## config.mk

```make
export PLATFORM = sky130hd
export DESIGN_NAME = pfe_top
export DESIGN_NICKNAME = d
export VERILOG_FILES = /design/src/rtl/pfe_pkg.sv /design/src/rtl/pfe_entry.sv /design/src/rtl/pfe_queue.sv /design/src/rtl/pfe_top.sv
export SDC_FILE = /design/constraint.sdc
export NUM_CORES = 2
export LEC_CHECK = 0
export CORE_MARGIN = 1.5
export CORE_UTILIZATION = 43
export CTS_CLUSTER_DIAMETER = 120
export DETAILED_ROUTE_END_ITERATION = 16
export DONT_BUFFER_PORTS = 1
export PLACE_DENSITY_LB_ADDON = 0.08
export SLEW_MARGIN = 20
export SYNTH_ARGS = -nofsm -noshare
export SYNTH_HDL_FRONTEND = slang
export SYNTH_SLANG_ARGS = --single-unit
```

## constraint.sdc

```tcl
create_clock -name clk -period 5.23 [get_ports clk]
set_input_delay 0.2615 -clock clk [delete_from_list [all_inputs] [get_ports clk]]
set_output_delay 0.2615 -clock clk [all_outputs]
set_load 0.03 [all_outputs]
```

## src/rtl/pfe_pkg.sv

```systemverilog
package pfe_pkg;
    typedef enum logic [1:0] {
        ST_IDLE,
        ST_ISSUE,
        ST_WAIT_RSP
    } issue_st_e;
endpackage

```

## src/rtl/pfe_entry.sv

```systemverilog
module pfe_entry #(
    parameter int AW = 32,
    parameter int CW = 8
) (
    input  logic          clk,
    input  logic          rst_n,
    input  logic          fill_hit,
    input  logic [AW-1:0] fill_trig,
    input  logic [AW-1:0] fill_base,
    input  logic [AW-1:0] fill_stride,
    input  logic [CW-1:0] fill_count,
    input  logic [CW-1:0] fill_start,
    input  logic          pc_valid,
    input  logic [AW-1:0] pc,
    input  logic          grant,
    output logic          pend,
    output logic [AW-1:0] pend_addr,
    output logic          lost
);
    logic          vld;
    logic [AW-1:0] trig, cur, step;
    logic [CW-1:0] cnt, strt, mcnt, scnt;
    logic [CW:0]   next_m, ceff;
    logic          hit, sat, fire;

    always_comb begin
        hit    = vld && pc_valid && (pc == trig);
        next_m = {1'b0, mcnt} + 1'b1;
        ceff   = (cnt == '0) ? (CW+1)'(1) : {1'b0, cnt};
        sat    = hit && (next_m >= ceff);
        fire   = sat && (scnt >= strt);
        lost   = fire && pend && !grant && !fill_hit;
    end

    always_ff @(posedge clk) begin
        if (!rst_n) begin
            vld <= 1'b0; trig <= '0; cur <= '0; step <= '0;
            cnt <= '0; strt <= '0; mcnt <= '0; scnt <= '0;
            pend <= 1'b0; pend_addr <= '0;
        end else if (fill_hit) begin
            vld  <= 1'b1;
            trig <= fill_trig;
            cur  <= fill_base;
            step <= fill_stride;
            cnt  <= fill_count;
            strt <= fill_start;
            mcnt <= '0;
            scnt <= '0;
            pend <= 1'b0;
        end else begin
            if (hit)
                mcnt <= sat ? '0 : next_m[CW-1:0];
            if (sat && !fire)
                scnt <= scnt + 1'b1;
            if (fire) begin
                pend_addr <= cur;
                cur       <= cur + step;
                pend      <= 1'b1;
            end else if (grant) begin
                pend <= 1'b0;
            end
        end
    end

    p_fill_clears_r6: assert property (@(posedge clk) disable iff (!rst_n)
        fill_hit |=> (!pend && mcnt == '0 && scnt == '0));
    p_pend_from_pc_r2: assert property (@(posedge clk) disable iff (!rst_n)
        $rose(pend) |-> $past(pc_valid));
endmodule

```

## src/rtl/pfe_queue.sv

```systemverilog
module pfe_queue #(
    parameter int AW    = 32,
    parameter int DEPTH = 4
) (
    input  logic          clk,
    input  logic          rst_n,
    input  logic          enq,
    input  logic [AW-1:0] enq_addr,
    output logic          full,
    output logic          mem_req_valid,
    output logic [AW-1:0] mem_req_addr,
    input  logic          mem_req_ready,
    input  logic          mem_rsp_valid
);
    import pfe_pkg::*;
    localparam int PW = (DEPTH > 1) ? $clog2(DEPTH) : 1;
    localparam int CW = $clog2(DEPTH + 1);

    logic [AW-1:0] slots [DEPTH];
    logic [PW-1:0] wptr, rptr;
    logic [CW-1:0] occ;
    logic          pop;
    issue_st_e     st, st_nx;

    function automatic logic [PW-1:0] bump(input logic [PW-1:0] p);
        return (p == PW'(DEPTH - 1)) ? '0 : p + 1'b1;
    endfunction

    always_comb begin
        full = (occ == CW'(DEPTH));
        pop  = (st == ST_WAIT_RSP) && mem_rsp_valid;
    end

    always_ff @(posedge clk) begin
        if (!rst_n) begin
            wptr <= '0; rptr <= '0; occ <= '0;
        end else begin
            if (enq) begin
                slots[wptr] <= enq_addr;
                wptr        <= bump(wptr);
            end
            if (pop)
                rptr <= bump(rptr);
            occ <= occ + CW'(enq) - CW'(pop);
        end
    end

    always_comb begin
        st_nx = st;
        unique case (st)
            ST_IDLE:     if (occ != '0)    st_nx = ST_ISSUE;
            ST_ISSUE:    if (mem_req_ready) st_nx = ST_WAIT_RSP;
            ST_WAIT_RSP: if (mem_rsp_valid) st_nx = ST_IDLE;
            default:                        st_nx = ST_IDLE;
        endcase
    end

    always_ff @(posedge clk) begin
        if (!rst_n) st <= ST_IDLE;
        else        st <= st_nx;
    end

    always_comb begin
        mem_req_valid = (st == ST_ISSUE);
        mem_req_addr  = slots[rptr];
    end

    p_no_overflow_r8: assert property (@(posedge clk) disable iff (!rst_n)
        occ <= CW'(DEPTH));
    p_req_hold_r9: assert property (@(posedge clk) disable iff (!rst_n)
        (mem_req_valid && !mem_req_ready) |=> (mem_req_valid && $stable(mem_req_addr)));
    p_pop_nonempty_r9: assert property (@(posedge clk) disable iff (!rst_n)
        pop |-> (occ != '0));
endmodule

```

## src/rtl/pfe_top.sv

```systemverilog
module pfe_top #(
    parameter int AW    = 32,
    parameter int CW    = 8,
    parameter int NENT  = 4,
    parameter int QDEP  = 4,
    parameter int DW    = 8
) (
    input  logic                    clk,
    input  logic                    rst_n,
    input  logic                    fill_en,
    input  logic [$clog2(NENT)-1:0] fill_idx,
    input  logic [AW-1:0]           fill_trig,
    input  logic [AW-1:0]           fill_base,
    input  logic [AW-1:0]           fill_stride,
    input  logic [CW-1:0]           fill_count,
    input  logic [CW-1:0]           fill_start,
    input  logic                    pc_valid,
    input  logic [AW-1:0]           pc,
    output logic                    mem_req_valid,
    output logic [AW-1:0]           mem_req_addr,
    input  logic                    mem_req_ready,
    input  logic                    mem_rsp_valid,
    output logic [DW-1:0]           drop_count
);
    localparam int IW = $clog2(NENT);

    logic [NENT-1:0] pend, grant, lost;
    logic [AW-1:0]   pend_addr [NENT];
    logic [AW-1:0]   sel_addr;
    logic            any_pend, full, enq;
    logic [DW-1:0]   drop_inc;

    for (genvar gi = 0; gi < NENT; gi++) begin : g_slot
        pfe_entry #(.AW(AW), .CW(CW)) u_slot (
            .clk(clk), .rst_n(rst_n),
            .fill_hit(fill_en && (fill_idx == IW'(gi))),
            .fill_trig(fill_trig), .fill_base(fill_base), .fill_stride(fill_stride),
            .fill_count(fill_count), .fill_start(fill_start),
            .pc_valid(pc_valid), .pc(pc),
            .grant(grant[gi]),
            .pend(pend[gi]), .pend_addr(pend_addr[gi]), .lost(lost[gi])
        );
    end

    always_comb begin
        grant    = '0;
        sel_addr = '0;
        any_pend = 1'b0;
        for (int i = 0; i < NENT; i++) begin
            if (pend[i] && !any_pend) begin
                grant[i] = 1'b1;
                sel_addr = pend_addr[i];
                any_pend = 1'b1;
            end
        end
        enq      = any_pend && !full;
        drop_inc = DW'(any_pend && full);
        for (int i = 0; i < NENT; i++)
            drop_inc = drop_inc + DW'(lost[i]);
    end

    always_ff @(posedge clk) begin
        if (!rst_n) drop_count <= '0;
        else        drop_count <= drop_count + drop_inc;
    end

    pfe_queue #(.AW(AW), .DEPTH(QDEP)) u_queue (
        .clk(clk), .rst_n(rst_n),
        .enq(enq), .enq_addr(sel_addr), .full(full),
        .mem_req_valid(mem_req_valid), .mem_req_addr(mem_req_addr),
        .mem_req_ready(mem_req_ready), .mem_rsp_valid(mem_rsp_valid)
    );

    p_grant_lowest_r7: assert property (@(posedge clk) disable iff (!rst_n)
        $onehot0(grant) && ((grant & pend) == grant));
    p_no_silent_drop_r8: assert property (@(posedge clk) disable iff (!rst_n)
        (!(any_pend && full) && lost == '0) |=> (drop_count == $past(drop_count)));
endmodule

```

### Yosys cells after proc, flatten, opt, wreduce, memory -nomap -nowiden

Memory sizes are Yosys's and may differ from the RTL's. A register that Yosys moved wholly into a read port is not among the register bits.
Index checks and enable logic that the tools add are counted.

| storage, ports and cells | value |
|---|---|
| flip-flop bits (word level) | 665 |
| memory bits (writable) | 128 |
| word-level logic and storage cells | 222 |
| memories | 1 |

| operators by class | value |
|---|---|
| $add $sub $neg | 21 |
| order comparisons | 8 |
| equality and inequality tests | 15 |
| multiplexer cells | 46 |
| bitwise operators | 5 |
| reductions and logical operators | 81 |

Memories:

| memory | depth | bits a word | read ports | clocked after memory_dff | wr ports | line | text |
|---|---|---|---|---|---|---|---|
| u_queue.slots | 4 | 32 | 1 | 1 | 1 | pfe_queue.sv:19 | `logic [AW-1:0] slots [DEPTH];` |

Operator list:

| operator | count |
|---|---|
| $mux 32 | 12 |
| $add 32x32->32 | 4 |
| $eq 32x32->1 | 4 |
| $mux 8 | 8 |
| $logic_and 1x1->1 | 42 |
| $add 8x1->9 const B | 4 |
| $ge 9x9->1 | 4 |
| $add 8x1->8 const B | 4 |
| $ge 8x8->1 | 4 |
| $logic_not 8->1 | 4 |
| $mux 1 | 18 |
| $reduce_bool 2->1 | 8 |
| $logic_not 1->1 | 15 |
| $mux 2 | 7 |
| $eq 2x2->1 const B | 5 |
| $add 8x5->8 | 1 |
| $reduce_and 2->1 | 4 |
| $reduce_or 2->1 | 4 |
| $pmux 2 s3 | 1 |
| $add 4x1->5 | 1 |
| $not 1->1 | 5 |
| $add 2x1->2 const B | 2 |
| $add 3x1->4 | 1 |
| $eq 2x1->1 const B | 2 |
| 10 further kinds | 12 |

### Longest topological paths before layout

| logic depth | value |
|---|---|
| depth after elaboration | 16 |
| mapped depth | 20 |
| depth with buffers taken out | 20 |

### By module

Synthesis repeated with hierarchy kept, for this count alone.

| second synthesis, totals | value |
|---|---|
| cells, all modules | 4602 |
| area total of the unflattened synthesis | 42014.0 um^2 |

Modules (own cells, without submodules):

| module | instances | cells each | area an instance (um^2) | sequential area each (um^2) |
|---|---|---|---|---|
| pfe_entry at g_slot[0].u_slot | 1 | 1080 | 8976.1 | 3243.1 |
| pfe_entry at g_slot[1].u_slot | 1 | 1011 | 8938.6 | 3243.1 |
| pfe_entry at g_slot[2].u_slot | 1 | 1042 | 8732.1 | 3243.1 |
| pfe_entry at g_slot[3].u_slot | 1 | 1041 | 8732.1 | 3243.1 |
| pfe_queue | 1 | 221 | 5218.8 | 4063.9 |
| pfe_top | 1 | 207 | 1416.4 | 160.2 |

### Worst setup path before layout

OpenSTA, ideal clock, no wires.

| timing | value |
|---|---|
| path type | reg2reg |
| start | register g_slot[1].u_slot.mcnt[2] |
| end | register drop_count[7] |
| library setup time | 0.128 ns |
| arrival | 4.068 ns |
| data required time | 5.102 ns |
| path slack | 1.035 ns |
| stages on the path, launching flop included | 20 |
| path through | dfxtp_1 nand3_1 or2_2 inv_1 nand3_1 xnor2_1 ha_1 nand4_1 o21ai_0 nand2_1 nor4_1 fa_1 fa_1 ha_1 a21o_1 a21oi_1 nor2_1 nand3_1 xor2_1 nor2_1 |

| between the ends | value |
|---|---|
| longest elaborated chain between the ends | 11 |

RTL lines:

| what | line | text |
|---|---|---|
| start, declared | pfe_entry.sv:22 | `logic [CW-1:0] cnt, strt, mcnt, scnt;` |
| start signal, assigned | pfe_entry.sv:52 | `mcnt <= sat ? '0 : next_m[CW-1:0];` |
| $add 8x1->9 | pfe_entry.sv:28 | `next_m = {1'b0, mcnt} + 1'b1;` |
| $ge 9x9->1 | pfe_entry.sv:30 | `sat = hit && (next_m >= ceff);` |
| $logic_and 1x1->1 | pfe_entry.sv:30 |  |
| $logic_and 1x1->1 | pfe_entry.sv:31 | `fire = sat && (scnt >= strt);` |
| $logic_and 1x1->1 (3 in series) | pfe_entry.sv:32 | `lost = fire && pend && !grant && !fill_hit;` |
| $add 2x1->3 | pfe_top.sv:59 | `drop_inc = drop_inc + DW'(lost[i]);` |
| $add 3x1->4 | pfe_top.sv:59 |  |
| $add 4x1->5 | pfe_top.sv:59 |  |
| $add 8x5->8 | pfe_top.sv:64 | `else drop_count <= drop_count + drop_inc;` |
| end signal, assigned | pfe_top.sv:64 |  |
| end, declared | pfe_top.sv:23 | `output logic [DW-1:0] drop_count` |

Every way passes these cells.
A chain may end at the register's enable or synchronous reset.

### Worst setup path in the final report

Same ends and word-level chain as after synthesis.

==> results.ini <==
[cts]
cts_setup_buffers = 0
clkTransAtPathRegs_ps = 60
numCtsBuffers = 91
clockBufferDepth = 3
cts_root_buf = clkbuf_16
clock_latency_ps = 690
cts_num_sinks = 795
cts_tree = done
cts.htree.levels = 3

[sta]
fmax_ghz = 0.210
drv_slew = 0
fin_crit_ps = 4760
tns_ps = 0
setup_viol = 0
fin_skew_ps = 35.4
relSlewSlack = 0.267
hold_viol = 8
fin_crit_sh = 0.910
holdWs_ps = -14.1
tightest_slew_ps = 1090
rsz0062_at_grt = no

[critical_path]
cp_num_cells = 19
crit_path_end_kind = register
crit_path_max_incr_delay_ps = 510
critPathTopFamily = simple AND/OR/NAND/NOR gates
crit_path_start = g_slot[1].u_slot.mcnt[2]$_SDFFE_PP0P_
cp_slowest_cell = fa_1
rr_endpoint = drop_count[7]$_SDFF_PN0_
crit_path_cell_trace = nand3_1 > or2_2 > inv_1 > nand3_1 > xnor2_1 > ha_1 > nand4_1 > o21ai_0 > nand2_1 > nor4_2 > fa_1 > fa_1 > ha_1 > a21o_1 > a21oi_1 > nor2_1 > nand3_1 > xor2_1 > nor2_1
ff2ff_setup_slack_ps = 470
cp.required_ps = 5750
cp-start-kind = register
r2r_cells = 19
cp_max_fo = 4
endpoint = drop_count[7]$_SDFF_PN0_
cp_num_buf_inv = 1
r2r_start = g_slot[1].u_slot.mcnt[2]$_SDFFE_PP0P_
worst_path_most_repeated_cell = nand3_1
crit_type = register to register
cp_data_arrival_time_ps = 5280

[min_path]
hp-start = rst_n
worstHoldPathType = primary input to register

[floorplanning]
core_area_sq_um = 91900
die-area_sq_um = 94900
boundaryPins = 193
fp.dieH_microns = 308
die_w_microns = 308
placementRows = 111
start_util = 0.435

[drt]
via_count = 33100
drt-initial-drc-count = 2865
drc_errors = 0
drtAntennaViolNets = 0
routed_wirelength_microns = 127000
avgViaCountPerCell = 5.50
dr.pass1.iters = 7
drt-wirelength-per-cell_microns = 21.1

[yosys]
async_flop_share = 0
synth-simple-area-share = 0.186
synth_area_leader_cell = dfxtp_1
synth.cell_area_sq_um = 40000
synth_top_family_by_area = simple AND/OR/NAND/NOR gates
muxShareOfSynthArea = 0.0406
ys_seq_area_frac = 0.430
synth.top_cell.area_share = 0.334
synth_cell_types = 90
yosys_warnings = 0
synth_xor_area_frac = 0.0681
synth_edf_count = 128
synth_seq_cells = 795
synth_area_leaders = dfxtp_1, edfxtp_1, nand2_1
synthAdderAreaFrac = 0.0687
synth_cells = 4693
syn_avg_cell_area_sq_um = 8.53
synth_compound_area_frac = 0.170
synth_ff_type = dfxtp_1
synth_nets = 5060

[run]
maxCapViolCount = 0

[power]
power_density_nw_per_um2 = 311
finalPower_mw = 14.1
p_leak_nw = 17.1
ir_drop_uv = 229

[final_layout]
fin_util = 0.494
drive_gt1_frac = 0.0590
fillers = 8990
synthToLayoutAreaGrowth_pct = 13.4
fin_nets = 5060
stdcell_count = 6023

[placed_design]
io_buffer_count = 0
gp_congestion = 0.927
placedCellCount = 5722
hpwl_microns = 88200

[outcome]
violations = negative hold slack
status = finished with violations

[grt]
grt_overflow = 0
grt_antenna_before_repair = 15
grt_pass1_vias = 30700
grt_pass1_wl_microns = 193000
grt_max_degree = 157
grt_util_all_layers = 0.264

-- worst min-delay path by stage --
stage	endpoint	slack, ps	cells after the start
detailed placement	g_slot[1].u_slot.trig[23]$_SDFFE_PN0P_	400	2
global route	g_slot[0].u_slot.cur[21]$_SDFFE_PN0P_	30	2
finish	u_queue.occ[1]$_SDFF_PN0_	-10	2
floorplan	g_slot[3].u_slot.cur[22]$_SDFFE_PN0P_	390	2
global placement	g_slot[0].u_slot.trig[2]$_SDFFE_PN0P_	400	2
CTS	g_slot[1].u_slot.mcnt[6]$_SDFFE_PP0P_	2	5
-- layer usage --
layer | wire (microns) | vias to the layer above | part of all wire | track usage
met5 | 65 | - | 0.00051 | 0
met4 | 3160 | 10 | 0.025 | 0.0706
met3 | 8210 | 170 | 0.065 | 0.0471
met2 | 54200 | 835 | 0.43 | 0.392
met1 | 61700 | 15700 | 0.48 | 0.391
li1 | - | 16400 | - | -
-- through the flow --
| step | cell area [sq um] | setup WS [ps] |
|---|---|---|
| finish | 45400 | 473 |
| floorplan | 40000 | 1030 |
| CTS | 45300 | 279 |
| global placement | 41100 | 365 |
| detailed placement | 41100 | 285 |
| global route | 45400 | 183 |
-- kinds of logic (layout without fill, tap and decap cells) --
logic type                 count (synthesis)  in the layout
AOI/OAI and AO/OA                       1130           1130
xor gates and xnor gates                 311            311
adders and majority gates                215            215
buffers and inverters                    380            451
DFF                                      795            795
muxes                                    122            122
other                                      1             17
and+or+nand+nor                         1739           1739
-- state kept, by name, summed over array words and instances, names as in the netlist, 3 cells and up, named ones only --
name / flops
u_queue.occ: 3
g_slot.u_slot.cnt: 32
g_slot.u_slot.pend: 4
drop_count: 8
g_slot.u_slot.trig: 128
g_slot.u_slot.step: 128
g_slot.u_slot.cur: 128
g_slot.u_slot.pend_addr: 128
g_slot.u_slot.strt: 32
g_slot.u_slot.mcnt: 32
g_slot.u_slot.scnt: 32
u_queue.slots: 128
g_slot.u_slot.vld: 4
-- placed cells by master, fill, tap and decap left out, types with 17 or more instances in the layout --
master / synthesis / final
nor2b_1: 24 / 23
nand2_1: 991 / 991
o21ai_0: 121 / 121
mux4_2: 32 / 32
nand2b_1: 25 / 25
o211ai_1: 26 / 26
clkinv_2: 0 / 17
nor2_1: 384 / 382
inv_1: 118 / 117
xnor2_1: 163 / 163
clkbuf_8: 0 / 24
buf_4: 0 / 44
dfxtp_1: 667 / 665
a22oi_1: 34 / 34
a311oi_1: 18 / 18
ha_1: 207 / 207
a31oi_1: 19 / 19
xor2_1: 148 / 148
dlygate4sd3_1: 0 / 120
nor3_1: 49 / 46
and3_1: 22 / 21
a21oi_1: 622 / 622
edfxtp_1: 128 / 128
clkbuf_1: 220 / 17
mux2i_1: 87 / 87
clkbuf_16: 0 / 92
nand4_1: 53 / 53
a211oi_1: 56 / 56
a21o_1: 92 / 92
nand3_1: 68 / 67
nor4_1: 36 / 33
a221o_1: 35 / 35
-- synth_stat cells (7+ instances only) --
cell	n
and3_1	22
xnor2_1	163
nor2b_1	24
or3_1	14
nor3_1	49
or2_2	12
nand4b_1	7
clkbuf_1	220
nor4_1	36
a311oi_1	18
a211o_1	10
xor2_1	148
nor2_1	384
or4_1	8
o211ai_1	26
a22oi_1	34
nand2_1	991
o31ai_1	10
nand4_1	53
a211oi_1	56
buf_2	16
o21a_1	10
mux4_2	32
a31oi_1	19
o21ai_0	121
nand2b_1	25
fa_1	8
mux2i_1	87
nand3_1	68
ha_1	207
a21oi_1	622
buf_1	24
edfxtp_1	128
o21bai_1	15
a221o_1	35
inv_1	118
a21o_1	92
dfxtp_1	667
-- repair_timing --
action | CTS | global route
gates resized for setup | 0 | 1
endpoints found under the hold margin | 489 | 0
endpoints found under the setup margin | 0 | 1
hold buffers | 121 | 0
-- layout make-up --
class                           instances  area [sq um]  share of cell area
Tap cell                             1243          1560              0.0343
Inverter                              118           450             0.00993
Multi-Input combinational cell       3518         21500               0.473
Sequential cell                       795         17200               0.379
Timing Repair Buffer                  169          1640              0.0361
Clock inverter                         30           342             0.00753
Clock buffer                          134          2700              0.0596
Antenna cell                           16          40.0            0.000882
-- power by group --
| group | leakage (nW) | switching (mW) | internal [mW] |
|---|---|---|---|
| sequential | 6.75 | 0.108 | 6.33 |
| combinational | 8.84 | 0.737 | 0.402 |
| clock | 1.52 | 2.67 | 3.87 |
(Power assumes the default switching activity.)
